--- src/rtl/prn_irq_pkg.sv ---
package prn_irq_pkg;
    localparam int DATA_W = 8;
    localparam int LVL_W  = 3;
    localparam int CFG_W  = LVL_W + 2;

    typedef enum logic [1:0] {
        PEND_NONE = 2'b00,
        PEND_ACK  = 2'b01,
        PEND_FLT  = 2'b10,
        PEND_BOTH = 2'b11
    } pend_state_t;

    typedef struct packed {
        logic             ack_fall;
        logic             enable;
        logic [LVL_W-1:0] level;
    } cfg_t;

    function automatic pend_state_t pend_encode(input logic flt, input logic ack);
        return pend_state_t'({flt, ack});
    endfunction
endpackage

--- src/rtl/prn_sync_edge.sv ---
module prn_sync_edge #(
    parameter int STAGES = 2
) (
    input  logic clk,
    input  logic rst_n,
    input  logic sig_in,
    output logic sig_cur,
    output logic sig_prev
);
    logic [STAGES-1:0] chain;
    logic              hist;

    always_ff @(posedge clk or negedge rst_n) begin
        if (!rst_n) begin
            chain <= '0;
            hist  <= 1'b0;
        end else begin
            chain <= {chain[STAGES-2:0], sig_in};
            hist  <= chain[STAGES-1];
        end
    end

    assign sig_cur  = chain[STAGES-1];
    assign sig_prev = hist;
endmodule

--- src/rtl/prn_cfg_reg.sv ---
module prn_cfg_reg
    import prn_irq_pkg::*;
(
    input  logic             clk,
    input  logic             rst_n,
    input  logic             wr_en,
    input  logic [CFG_W-1:0] wr_cfg,
    output cfg_t             cfg
);
    always_ff @(posedge clk or negedge rst_n) begin
        if (!rst_n)     cfg <= '0;
        else if (wr_en) cfg <= cfg_t'(wr_cfg);
    end

    assert_cfg_load_R2: assert property (@(posedge clk) disable iff (!rst_n)
        wr_en |=> cfg == cfg_t'($past(wr_cfg)));
    assert_cfg_hold_R2: assert property (@(posedge clk) disable iff (!rst_n)
        !wr_en |=> $stable(cfg));
endmodule

--- src/rtl/prn_pend_fsm.sv ---
module prn_pend_fsm
    import prn_irq_pkg::*;
(
    input  logic clk,
    input  logic rst_n,
    input  logic ack_set,
    input  logic ack_clr,
    input  logic flt_set,
    input  logic flt_clr,
    output logic ack_pend,
    output logic flt_pend
);
    pend_state_t state, state_nx;

    always_ff @(posedge clk or negedge rst_n) begin
        if (!rst_n) state <= PEND_NONE;
        else        state <= state_nx;
    end

    always_comb begin
        state_nx = state;
        unique case (state)
            PEND_NONE: state_nx = pend_encode(flt_set, ack_set);
            PEND_ACK:  state_nx = pend_encode(flt_set, ack_set | ~ack_clr);
            PEND_FLT:  state_nx = pend_encode(flt_set | ~flt_clr, ack_set);
            PEND_BOTH: state_nx = pend_encode(flt_set | ~flt_clr, ack_set | ~ack_clr);
            default:   state_nx = PEND_NONE;
        endcase
    end

    always_comb begin
        ack_pend = 1'b0;
        flt_pend = 1'b0;
        unique case (state)
            PEND_NONE: begin ack_pend = 1'b0; flt_pend = 1'b0; end
            PEND_ACK:  begin ack_pend = 1'b1; flt_pend = 1'b0; end
            PEND_FLT:  begin ack_pend = 1'b0; flt_pend = 1'b1; end
            PEND_BOTH: begin ack_pend = 1'b1; flt_pend = 1'b1; end
            default:   begin ack_pend = 1'b0; flt_pend = 1'b0; end
        endcase
    end

    assert_set_wins_R7: assert property (@(posedge clk) disable iff (!rst_n)
        ack_set |=> ack_pend);
    assert_flt_set_R4: assert property (@(posedge clk) disable iff (!rst_n)
        flt_set |=> flt_pend);
    assert_ack_clear_R5: assert property (@(posedge clk) disable iff (!rst_n)
        (ack_clr && !ack_set) |=> !ack_pend);
    assert_flt_clear_R5: assert property (@(posedge clk) disable iff (!rst_n)
        (flt_clr && !flt_set) |=> !flt_pend);
    assert_sticky_hold_R3: assert property (@(posedge clk) disable iff (!rst_n)
        (!ack_set && !ack_clr && !flt_set && !flt_clr) |=> $stable(state));
endmodule

--- src/rtl/prn_irq_ctrl.sv ---
module prn_irq_ctrl
    import prn_irq_pkg::*;
#(
    parameter int SYNC_STAGES = 2
) (
    input  logic              clk,
    input  logic              rst_n,
    input  logic              wr_en,
    input  logic [DATA_W-1:0] wr_data,
    output logic [DATA_W-1:0] rd_data,
    input  logic              ack_in,
    input  logic              fault_in,
    output logic              irq_req,
    output logic [LVL_W-1:0]  irq_level
);
    localparam int N_CHAN  = 2;
    localparam int BIT_EN  = LVL_W;
    localparam int BIT_ACK = LVL_W + 2;
    localparam int BIT_FLT = LVL_W + 3;

    logic [N_CHAN-1:0] pin_raw, pin_cur, pin_prev;
    cfg_t cfg;
    logic ack_set, ack_clr, flt_set, flt_clr;
    logic ack_pend, flt_pend, any_pend;

    assign pin_raw = {fault_in, ack_in};

    for (genvar c = 0; c < N_CHAN; c++) begin : g_chan
        prn_sync_edge #(.STAGES(SYNC_STAGES)) u_sync (
            .clk      (clk),
            .rst_n    (rst_n),
            .sig_in   (pin_raw[c]),
            .sig_cur  (pin_cur[c]),
            .sig_prev (pin_prev[c])
        );
    end

    prn_cfg_reg u_cfg (
        .clk    (clk),
        .rst_n  (rst_n),
        .wr_en  (wr_en),
        .wr_cfg (wr_data[CFG_W-1:0]),
        .cfg    (cfg)
    );

    always_comb begin
        if (cfg.ack_fall) ack_set = pin_prev[0] & ~pin_cur[0];
        else              ack_set = pin_cur[0] & ~pin_prev[0];
        flt_set = pin_prev[1] & ~pin_cur[1];
        ack_clr = wr_en & (wr_data[BIT_ACK] | ~wr_data[BIT_EN]);
        flt_clr = wr_en & wr_data[BIT_FLT];
    end

    prn_pend_fsm u_fsm (
        .clk      (clk),
        .rst_n    (rst_n),
        .ack_set  (ack_set),
        .ack_clr  (ack_clr),
        .flt_set  (flt_set),
        .flt_clr  (flt_clr),
        .ack_pend (ack_pend),
        .flt_pend (flt_pend)
    );

    assign any_pend  = ack_pend | flt_pend;
    assign rd_data   = {any_pend, flt_pend, ack_pend, cfg};
    assign irq_req   = cfg.enable & any_pend;
    assign irq_level = irq_req ? cfg.level : '0;

    assert_disable_clr_R6: assert property (@(posedge clk) disable iff (!rst_n)
        (wr_en && !wr_data[BIT_EN] && !ack_set && !flt_set && !wr_data[BIT_FLT])
        |=> !rd_data[BIT_ACK] && $stable(rd_data[BIT_FLT]));
    assert_irq_gate_R9: assert property (@(posedge clk) disable iff (!rst_n)
        !irq_req |-> irq_level == '0);
    assert_summary_R8: assert property (@(posedge clk) disable iff (!rst_n)
        (wr_en && !ack_set && !flt_set && !ack_pend && !flt_pend) |=> !rd_data[DATA_W-1]);
endmodule

--- config.mk ---
export PLATFORM = sky130hd
export DESIGN_NAME = prn_irq_ctrl
export DESIGN_NICKNAME = d
export VERILOG_FILES = /design/src/rtl/prn_irq_pkg.sv /design/src/rtl/prn_sync_edge.sv /design/src/rtl/prn_cfg_reg.sv /design/src/rtl/prn_pend_fsm.sv /design/src/rtl/prn_irq_ctrl.sv
export SDC_FILE = /design/constraint.sdc
export NUM_CORES = 1
export LEC_CHECK = 0
export ABC_CLOCK_PERIOD_IN_PS = 1200
export BUFFER_PORTS_ARGS = -buffer_cell sky130_fd_sc_hd__buf_2
export CAP_MARGIN = 10
export CELL_PAD_IN_SITES_DETAIL_PLACEMENT = 2
export CELL_PAD_IN_SITES_GLOBAL_PLACEMENT = 2
export CORE_MARGIN = 2
export CORE_UTILIZATION = 25
export CTS_CLUSTER_SIZE = 10
export DETAILED_ROUTE_END_ITERATION = 10
export GPL_TIMING_DRIVEN = 0
export HOLD_SLACK_MARGIN = 0.02
export PLACE_DENSITY = 0.77
export SLEW_MARGIN = 20
export SYNTH_ARGS = -nofsm -noshare
export SYNTH_HDL_FRONTEND = slang
export SYNTH_SLANG_ARGS = --single-unit
--- constraint.sdc ---
create_clock -name clk -period 1.2 [get_ports clk]
set_input_delay 0.36 -clock clk [delete_from_list [all_inputs] [get_ports clk]]
set_output_delay 0.36 -clock clk [all_outputs]
set_load 0.01 [all_outputs]
# [Word-level counts from Yosys, hierarchy flattened]
# Cells that the tools add are included.
[op_classes] eq_ne=3 n_reduce_logical=5 bitwise_logic=16 muxes=5
[op_table] op="case mux 2 bit (4 select lines)" n=1
[op_table] op="OR reduction 2 bit" n=4
[op_table] op="AND 1 bit" n=6
[op_table] op="inverter 1 bit" n=6
[op_table] op="== test 2 bit, second input constant" n=2
[op_table] op="OR 1 bit" n=4
[op_table] op="case mux 1 bit (2 select lines)" n=2
[op_table] op="two-way mux 3 bit" n=1
[op_table] op="== test 2 x 1 -> 1 bit, second input constant" n=1
[op_table] op="logical NOT 2 bit" n=1
[op_table] op="two-way mux 1 bit" n=1
[totals] elab_cells=37 out_inout_bits=12 ff_bits=13

# [Longest topological paths before layout]
# Gate-level depths: netlist of the first run.
[depth] ltp_word=6 mapped_depth=4

# [Hierarchy]
# Synthesis of the first run repeated with hierarchy kept, for this count alone.
[unflattened] cells_unflattened=39 area_unflattened_um2=508.0
[by_module_without_submodules] module="prn_cfg_reg" area_each_um2=181.4 instances=1 cells_per_inst=10 seq_area_each_um2=125.1
[by_module_without_submodules] module="prn_sync_edge" area_each_um2=75.1 instances=2 cells_per_inst=3 seq_area_each_um2=75.1
[by_module_without_submodules] module="prn_irq_ctrl" area_each_um2=96.3 instances=1 cells_per_inst=15 seq_area_each_um2=0.0
[by_module_without_submodules] module="prn_pend_fsm" area_each_um2=80.1 instances=1 cells_per_inst=8 seq_area_each_um2=50.0

# [Least setup slack after synthesis of the first run]
# OpenSTA, ideal clock, no wires.
[synth_path] kind="register to output" start="reg u_fsm.state[0]" end="out irq_level[0]" stages_incl_launch_ff=3 slack_ns=0.010 arrival_time_ns=0.830 t_required_ns=0.840 path_cell_list="dfrtp_1 > or2_1 > and3_1"
[synth_between] elab_chain_cells=6
[synth_lines] element="start, declared" line_no="prn_pend_fsm.sv:13" source="pend_state_t state, state_nx;"
[synth_lines] element="start signal, assigned" line_no="prn_pend_fsm.sv:17" source="else state <= state_nx;"
[synth_lines] element="== test 2 x 1 -> 1 bit (tied with other cells)" line_no="prn_pend_fsm.sv:34" source="unique case (state)"
[synth_lines] element="OR reduction 2 bit (no source line)"
[synth_lines] element="case mux 1 bit (2 select lines)" line_no="prn_pend_fsm.sv:34"
[synth_lines] element="OR 1 bit *" line_no="prn_irq_ctrl.sv:65" source="assign any_pend = ack_pend | flt_pend;"
[synth_lines] element="net any_pend" line_no="prn_irq_ctrl.sv:24" source="logic ack_pend, flt_pend, any_pend;"
[synth_lines] element="AND 1 bit *" line_no="prn_irq_ctrl.sv:67" source="assign irq_req = cfg.enable & any_pend;"
[synth_lines] element="two-way mux 3 bit *" line_no="prn_irq_ctrl.sv:68" source="assign irq_level = irq_req ? cfg.level : '0;"
[synth_lines] element="end, declared" line_no="prn_irq_ctrl.sv:14" source="output logic [LVL_W-1:0] irq_level"
# Mark *: on every way through the listed nets, which the timed path passes. The rest lies on a longest branch.

# [Worst setup path after layout of the first run]
# Same ends and word-level chain as after synthesis.

==> impl_metrics.env, run 1 <==
export IMPL_worstMarginPinSlew_ns=0.284
export IMPL_finalSetupViolCount=10
export IMPL_synth_seq_cells=13
export IMPL_avgRoutedWirePerCell_um=14.1
export IMPL_first_pass_iters=2
export IMPL_crit_slowest_cell="dfrtp_1"
export IMPL_powerDensity_mw_per_mm2=1330
export IMPL_cts_tree="built"
export IMPL_root_buffer="clkbuf_4"
export IMPL_peakVddDrop_mv=0.640
export IMPL_dieArea_mm2=0.00240
export IMPL_crit_fanout=5
export IMPL_ant_nets=0
export IMPL_synth_area_leaders="dfrtp_1, mux2_2, buf_4, and3_1, buf_6"
export IMPL_arrival_ns=1.25
export IMPL_die_w_um=49.0
export IMPL_grt_pass1_vias=448
export IMPL_status="finished, violations left"
export IMPL_hp_class="primary input to flop"
export IMPL_finalWeightedCongestion=0.647
export IMPL_path_cells="or2_4 -> and3_4 -> buf_6"
export IMPL_cts_max_path_buffers=2
export IMPL_antennaDiodeCount=0
export IMPL_area_growth_pct=60.7
export IMPL_clock_latency_ns=0.28
export IMPL_cap_violations=0
export IMPL_htree_num_levels=1
export IMPL_antenna_found_initial=0
export IMPL_synth_common_cells="dfrtp_1, mux2_2, and3_1, buf_4"
export IMPL_avgSynthCellArea_um2=13.3
export IMPL_final_util=0.419
export IMPL_holdWs_ns=0.173
export IMPL_synth_edf_count=0
export IMPL_drcViolationCount=0
export IMPL_cp_start_kind="flop"
export IMPL_synth_async_reset_ratio=1.00
export IMPL_drive_gt1_frac=0.690
export IMPL_slew_viol_final=0
export IMPL_cp_num_buf_inv=1
export IMPL_synth_seq_area_share=0.642
export IMPL_slowest_delay_ns=0.39
export IMPL_worst_clock_skew_ns=0.000746
export IMPL_clkTransAtPathRegs_ns=0.08
export IMPL_netlist_instances=38
export IMPL_grt_pass1_wl_um=2280
export IMPL_ys_flop_type="dfrtp_1"
export IMPL_finalCritPeriodShare=1.34
export IMPL_clkSinkCount=13
export IMPL_fp_row_count=16
export IMPL_finalNetCount=85
export IMPL_synth_most_common_cell="dfrtp_1"
export IMPL_grt_max_degree=14
export IMPL_endpoint_kind="output port"
export IMPL_core_area_mm2=0.00194
export IMPL_start_util=0.261
export IMPL_grt_usage=0.135
export IMPL_portBuffers=22
export IMPL_drt_total_wl_um=1390
export IMPL_synth_nets=51
export IMPL_ff_latch_area_um2=327
export IMPL_min_period_ns=1.61
export IMPL_ys_warn_count=0
export IMPL_maxSlewHeadroom=0.810
export IMPL_crit_type="flop to output port"
export IMPL_power_leakage_nw=0.401
export IMPL_timing_fmax_ghz=0.620
export IMPL_crit_family="simple AND/OR/NAND/NOR gates"
export IMPL_ioPinCount=25
export IMPL_num_fill_cells=211
export IMPL_yosys_area_top_type="dfrtp_1"
export IMPL_die_h_um=49.0
export IMPL_synth_top_cell_area_share=0.642
export IMPL_syn_area_um2=507
export IMPL_setup_slack_ns=-0.413
export IMPL_via_per_inst=4.24
export IMPL_required_ns=0.84
export IMPL_violations="setup timing"
export IMPL_grt_ovfl_total=0
export IMPL_multi_input_area_um2=150
export IMPL_numCtsBuffers=3
export IMPL_vias=416
export IMPL_synth_cell_types=15
export IMPL_finalHoldViolations=0
export IMPL_first_iter_violations=1
export IMPL_grt_setup_unrepaired="true"
[kinds of logic (layout without fill, tap and decap cells)]
group                  after synthesis  in the layout  synth area share
muxes                                5              5             0.111
buffers and inverters                8             41            0.0963
AOI/OAI and AO/OA                    3              3            0.0469
DFF                                 13             13             0.642
and+or+nand+nor                      9              9             0.104
[flip-flops by register name, summed over array words and instances (netlist names)]
| signal | count |
|---|---|
| u_cfg.cfg | 5 |
| g_chan.u_sync.sig_prev | 2 |
| g_chan.u_sync.chain | 4 |
| u_fsm.state | 2 |
[timing repair]
| item | CTS | global route |
|---|---|---|
| hold endpoints to repair | 13 | 0 |
| resized for setup | 10 | 5 |
| pin swaps | 3 | 1 |
| hold buffers | 1 | 0 |
| setup buffers | 6 | 4 |
| setup endpoints to repair | 11 | 13 |
[power by group]
| group | total [W] | internal, W | leakage (nW) | switching, W |
|---|---|---|---|---|
| Combinational | 0.000300 | 0.000191 | 0.233 | 0.000109 |
| Sequential | 0.000502 | 0.000475 | 0.151 | 0.0000271 |
| Clock | 0.000278 | 0.000124 | 0.0177 | 0.000154 |
[cell type report]
cell class                      instances  area share
Buffer                                  2      0.0230
Sequential cell                        13       0.401
Timing Repair Buffer                   33       0.307
Inverter                                2     0.00922
Multi-Input combinational cell         17       0.184
Clock buffer                            3      0.0276
Clock inverter                          1     0.00614
Tap cell                               27      0.0415
[placed cells by master (no fill, tap or decap)]
cell,count
buf_6,11
and2_1,1
mux2_2,5
a221o_1,1
dlygate4sd3_1,1
clkbuf_4,3
nand2_1,2
dfrtp_2,1
o21ai_0,1
nor3b_1,1
buf_4,8
inv_1,2
o21ai_2,1
and3_4,3
dfrtp_1,12
nor2b_1,1
or2_4,1
clkinv_2,1
buf_2,15
[final timing paths]
| kind | depth (start not counted) | from | endpoint | slack, ns |
|---|---|---|---|---|
| max in group asynchronous | 2 | rst_n | u_cfg.cfg[3] | 0.48 |
| min | 1 | fault_in | g_chan[1].u_sync.chain[0] | 0.17 |
| min reg2reg | 0 | g_chan[1].u_sync.chain[0] | g_chan[1].u_sync.chain[1] | 0.36 |
| max | 3 | u_fsm.state[0] | irq_level[0] | -0.41 |
| max reg2reg | 5 | u_fsm.state[0] | u_fsm.state[0] | -0.08 |
| min in group asynchronous | 2 | rst_n | g_chan[1].u_sync.chain[1] | 0.49 |
[stage by stage]
step | area, um2 | std cells | total power [W] | setup WS, ns | setup TNS [ns]
2_1_floorplan | 507 | 38 | 0.000606 | 0.00970 | 0
5_1_grt | 815 | 98 | 0.00114 | -0.464 | -2.97
6_report | 815 | 98 | 0.00108 | -0.413 | -2.46
3_5_place_dp | 651 | 87 | 0.000696 | -0.156 | -0.696
3_3_place_gp | 651 | 87 | 0.000685 | -0.129 | -0.566
4_1_cts | 773 | 96 | 0.00106 | -0.411 | -2.51
[per-layer routing]
layer / track usage / vias up / part of all wire
met5: 0 / - / 0
met4: 0.0857 / 0 / 0.030
met3: 0.0276 / 5 / 0.033
met2: 0.235 / 12 / 0.58
met1: 0.148 / 214 / 0.36
li1: - / 185 / -
Note: power is estimated with default switching activity, not from simulation.
==> run 2, diff against run 1 <==
--- a/config.mk
+++ b/config.mk
@@ -6,17 +6,17 @@
 export NUM_CORES = 1
 export LEC_CHECK = 0
 export ABC_CLOCK_PERIOD_IN_PS = 1200
-export BUFFER_PORTS_ARGS = -buffer_cell sky130_fd_sc_hd__buf_2
 export CAP_MARGIN = 10
 export CELL_PAD_IN_SITES_DETAIL_PLACEMENT = 2
 export CELL_PAD_IN_SITES_GLOBAL_PLACEMENT = 2
 export CORE_MARGIN = 2
-export CORE_UTILIZATION = 25
+export CORE_UTILIZATION = 34
 export CTS_CLUSTER_SIZE = 10
 export DETAILED_ROUTE_END_ITERATION = 10
+export DONT_BUFFER_PORTS = 1
 export GPL_TIMING_DRIVEN = 0
 export HOLD_SLACK_MARGIN = 0.02
-export PLACE_DENSITY = 0.77
+export PLACE_DENSITY = 0.75
 export SLEW_MARGIN = 20
 export SYNTH_ARGS = -nofsm -noshare
 export SYNTH_HDL_FRONTEND = slang
==> impl_metrics.env, run 2 (synthesis results as in run 1) <==
export IMPL_status="finished, violations left"
export IMPL_violations="setup timing"
export IMPL_antennaDiodeCount=0
export IMPL_powerDensity_mw_per_mm2=1520
export IMPL_wl_met1_um=349
export IMPL_holdWs_ns=0.112
export IMPL_worst_clock_skew_ns=0.00469
export IMPL_cp_num_buf_inv=0
export IMPL_largest_register_ffs=5
export IMPL_grt_setup_unrepaired="true"
export IMPL_arrival_ns=1.12
export IMPL_slowest_delay_ns=0.39
export IMPL_dr_wl_met2_um=640
export IMPL_crit_slowest_cell="dfrtp_1"
export IMPL_peakVddDrop_mv=0.813
export IMPL_power_leakage_nw=0.287
export IMPL_endpoint_kind="output port"
export IMPL_maxSlewHeadroom=0.626
export IMPL_fp_row_count=13
export IMPL_finalNetCount=60
export IMPL_met3_length_um=89
export IMPL_layout_common_cells="dfrtp_1, buf_6, mux2_2, buf_4"
export IMPL_grt_pass1_vias=369
export IMPL_via_per_inst=4.97
export IMPL_cp_start_kind="flop"
export IMPL_r2r_cells=4
export IMPL_portBuffers=0
export IMPL_cts_tree="built"
export IMPL_fin_cells=61
export IMPL_top_regs="u_cfg.cfg x5, g_chan.u_sync.chain x4"
export IMPL_clock_latency_ns=0.27
export IMPL_finalWeightedCongestion=0.675
export IMPL_p_total_w=0.000950
export IMPL_cap_violations=0
export IMPL_drive_gt1_frac=0.500
export IMPL_clkTransAtPathRegs_ns=0.08
export IMPL_top_layer="met3"
export IMPL_clkSinkCount=13
export IMPL_cp_depth=2
export IMPL_finalCritPeriodShare=1.23
export IMPL_die_w_um=42.6
export IMPL_finalHoldViolations=0
export IMPL_hold_depth=0
export IMPL_cts_max_path_buffers=2
export IMPL_first_pass_iters=1
export IMPL_avgRoutedWirePerCell_um=17.7
export IMPL_hp_class="primary input to flop"
export IMPL_ioPinCount=25
export IMPL_numCtsBuffers=3
export IMPL_required_ns=0.84
export IMPL_final_common_cell="dfrtp_1"
export IMPL_setup_slack_ns=-0.276
export IMPL_grt_pass1_wl_um=1810
export IMPL_ant_nets=0
export IMPL_timing_fmax_ghz=0.677
export IMPL_antenna_found_initial=0
export IMPL_drt_total_wl_um=1080
export IMPL_dpl_cell_count=53
export IMPL_core_area_mm2=0.00135
export IMPL_finalSetupViolCount=7
export IMPL_crit_family="simple AND/OR/NAND/NOR gates"
export IMPL_grt_max_degree=14
export IMPL_post_dp_cell_area_um2=526
export IMPL_crit_fanout=5
export IMPL_area_growth_pct=23.5
export IMPL_grt_usage=0.138
export IMPL_finalInstanceArea_um2=626
export IMPL_hpwl_um=851
export IMPL_path_cells="or2_4 -> and3_4"
export IMPL_min_period_ns=1.48
export IMPL_die_h_um=42.6
export IMPL_vias=303
export IMPL_dieArea_mm2=0.00182
export IMPL_worstMarginPinSlew_ns=0.559
export IMPL_slew_viol_final=0
export IMPL_root_buffer="clkbuf_4"
export IMPL_htree_num_levels=1
export IMPL_first_iter_violations=0
export IMPL_drcViolationCount=0
export IMPL_crit_type="flop to output port"
export IMPL_setup_tns_ns=-1.55
export IMPL_largest_register="u_cfg.cfg"
export IMPL_grt_ovfl_total=0
export IMPL_start_util=0.375
## run 2: cell count changes in the layout (fill, tap and decap cells not counted)
cell / delta
buf_6: -6
dfrtp_1: +1
buf_2: -15
buf_4: -4
dfrtp_2: -1
## run 2: path summary, 6_finish.rpt
path | slack [ns] | end | start
min reg2reg | 0.36 | g_chan[1].u_sync.chain[1] | g_chan[1].u_sync.chain[0]
min in group asynchronous | 0.51 | g_chan[0].u_sync.chain[0] | rst_n
max in group asynchronous | 0.31 | u_cfg.cfg[1] | rst_n
max reg2reg | 0.03 | u_fsm.state[0] | u_fsm.state[0]
min | 0.11 | g_chan[1].u_sync.chain[0] | fault_in
max | -0.28 | irq_level[2] | u_fsm.state[0]
## run 2: repair_timing
action | CTS | global route
setup endpoints to repair | 7 | 7
pin swaps | 1 | 1
setup buffers | 3 | 2
hold endpoints to repair | 13 | 0
gates resized for setup | 6 | 2
hold buffers | 1 | 0
## run 2: layer usage
metal,vias up,GRT usage
met4,0,0.0563
li1,136,-
met1,149,0.151
met5,-,0
met2,18,0.246
met3,0,0.0431
## run 2: layout make-up
cell class / instances / area [um2]
sequential: 13 / 325
clock buffer: 3 / 22.5
multi-input combinational: 17 / 150
fill: 131 / 724
inverter: 2 / 7.51
tap: 15 / 18.8
clock inverter: 1 / 5.00
timing repair buffer: 6 / 55.1
buffer: 4 / 41.3
## run 2: stage by stage
step | worst slack, ns | util
after floorplan | 0.00970 | -
after global placement | -0.0312 | 0.389
after detailed placement | -0.0546 | 0.389
after CTS | -0.285 | 0.449
after global routing | -0.320 | 0.463
final | -0.276 | 0.463
## run 2: power breakdown
| part | switching (W) | total (W) | internal (W) | leakage (nW) |
|---|---|---|---|---|
| Sequential | 0.0000404 | 0.000514 | 0.000474 | 0.152 |
| Clock | 0.000134 | 0.000258 | 0.000123 | 0.0177 |
| Combinational | 0.0000689 | 0.000178 | 0.000109 | 0.118 |
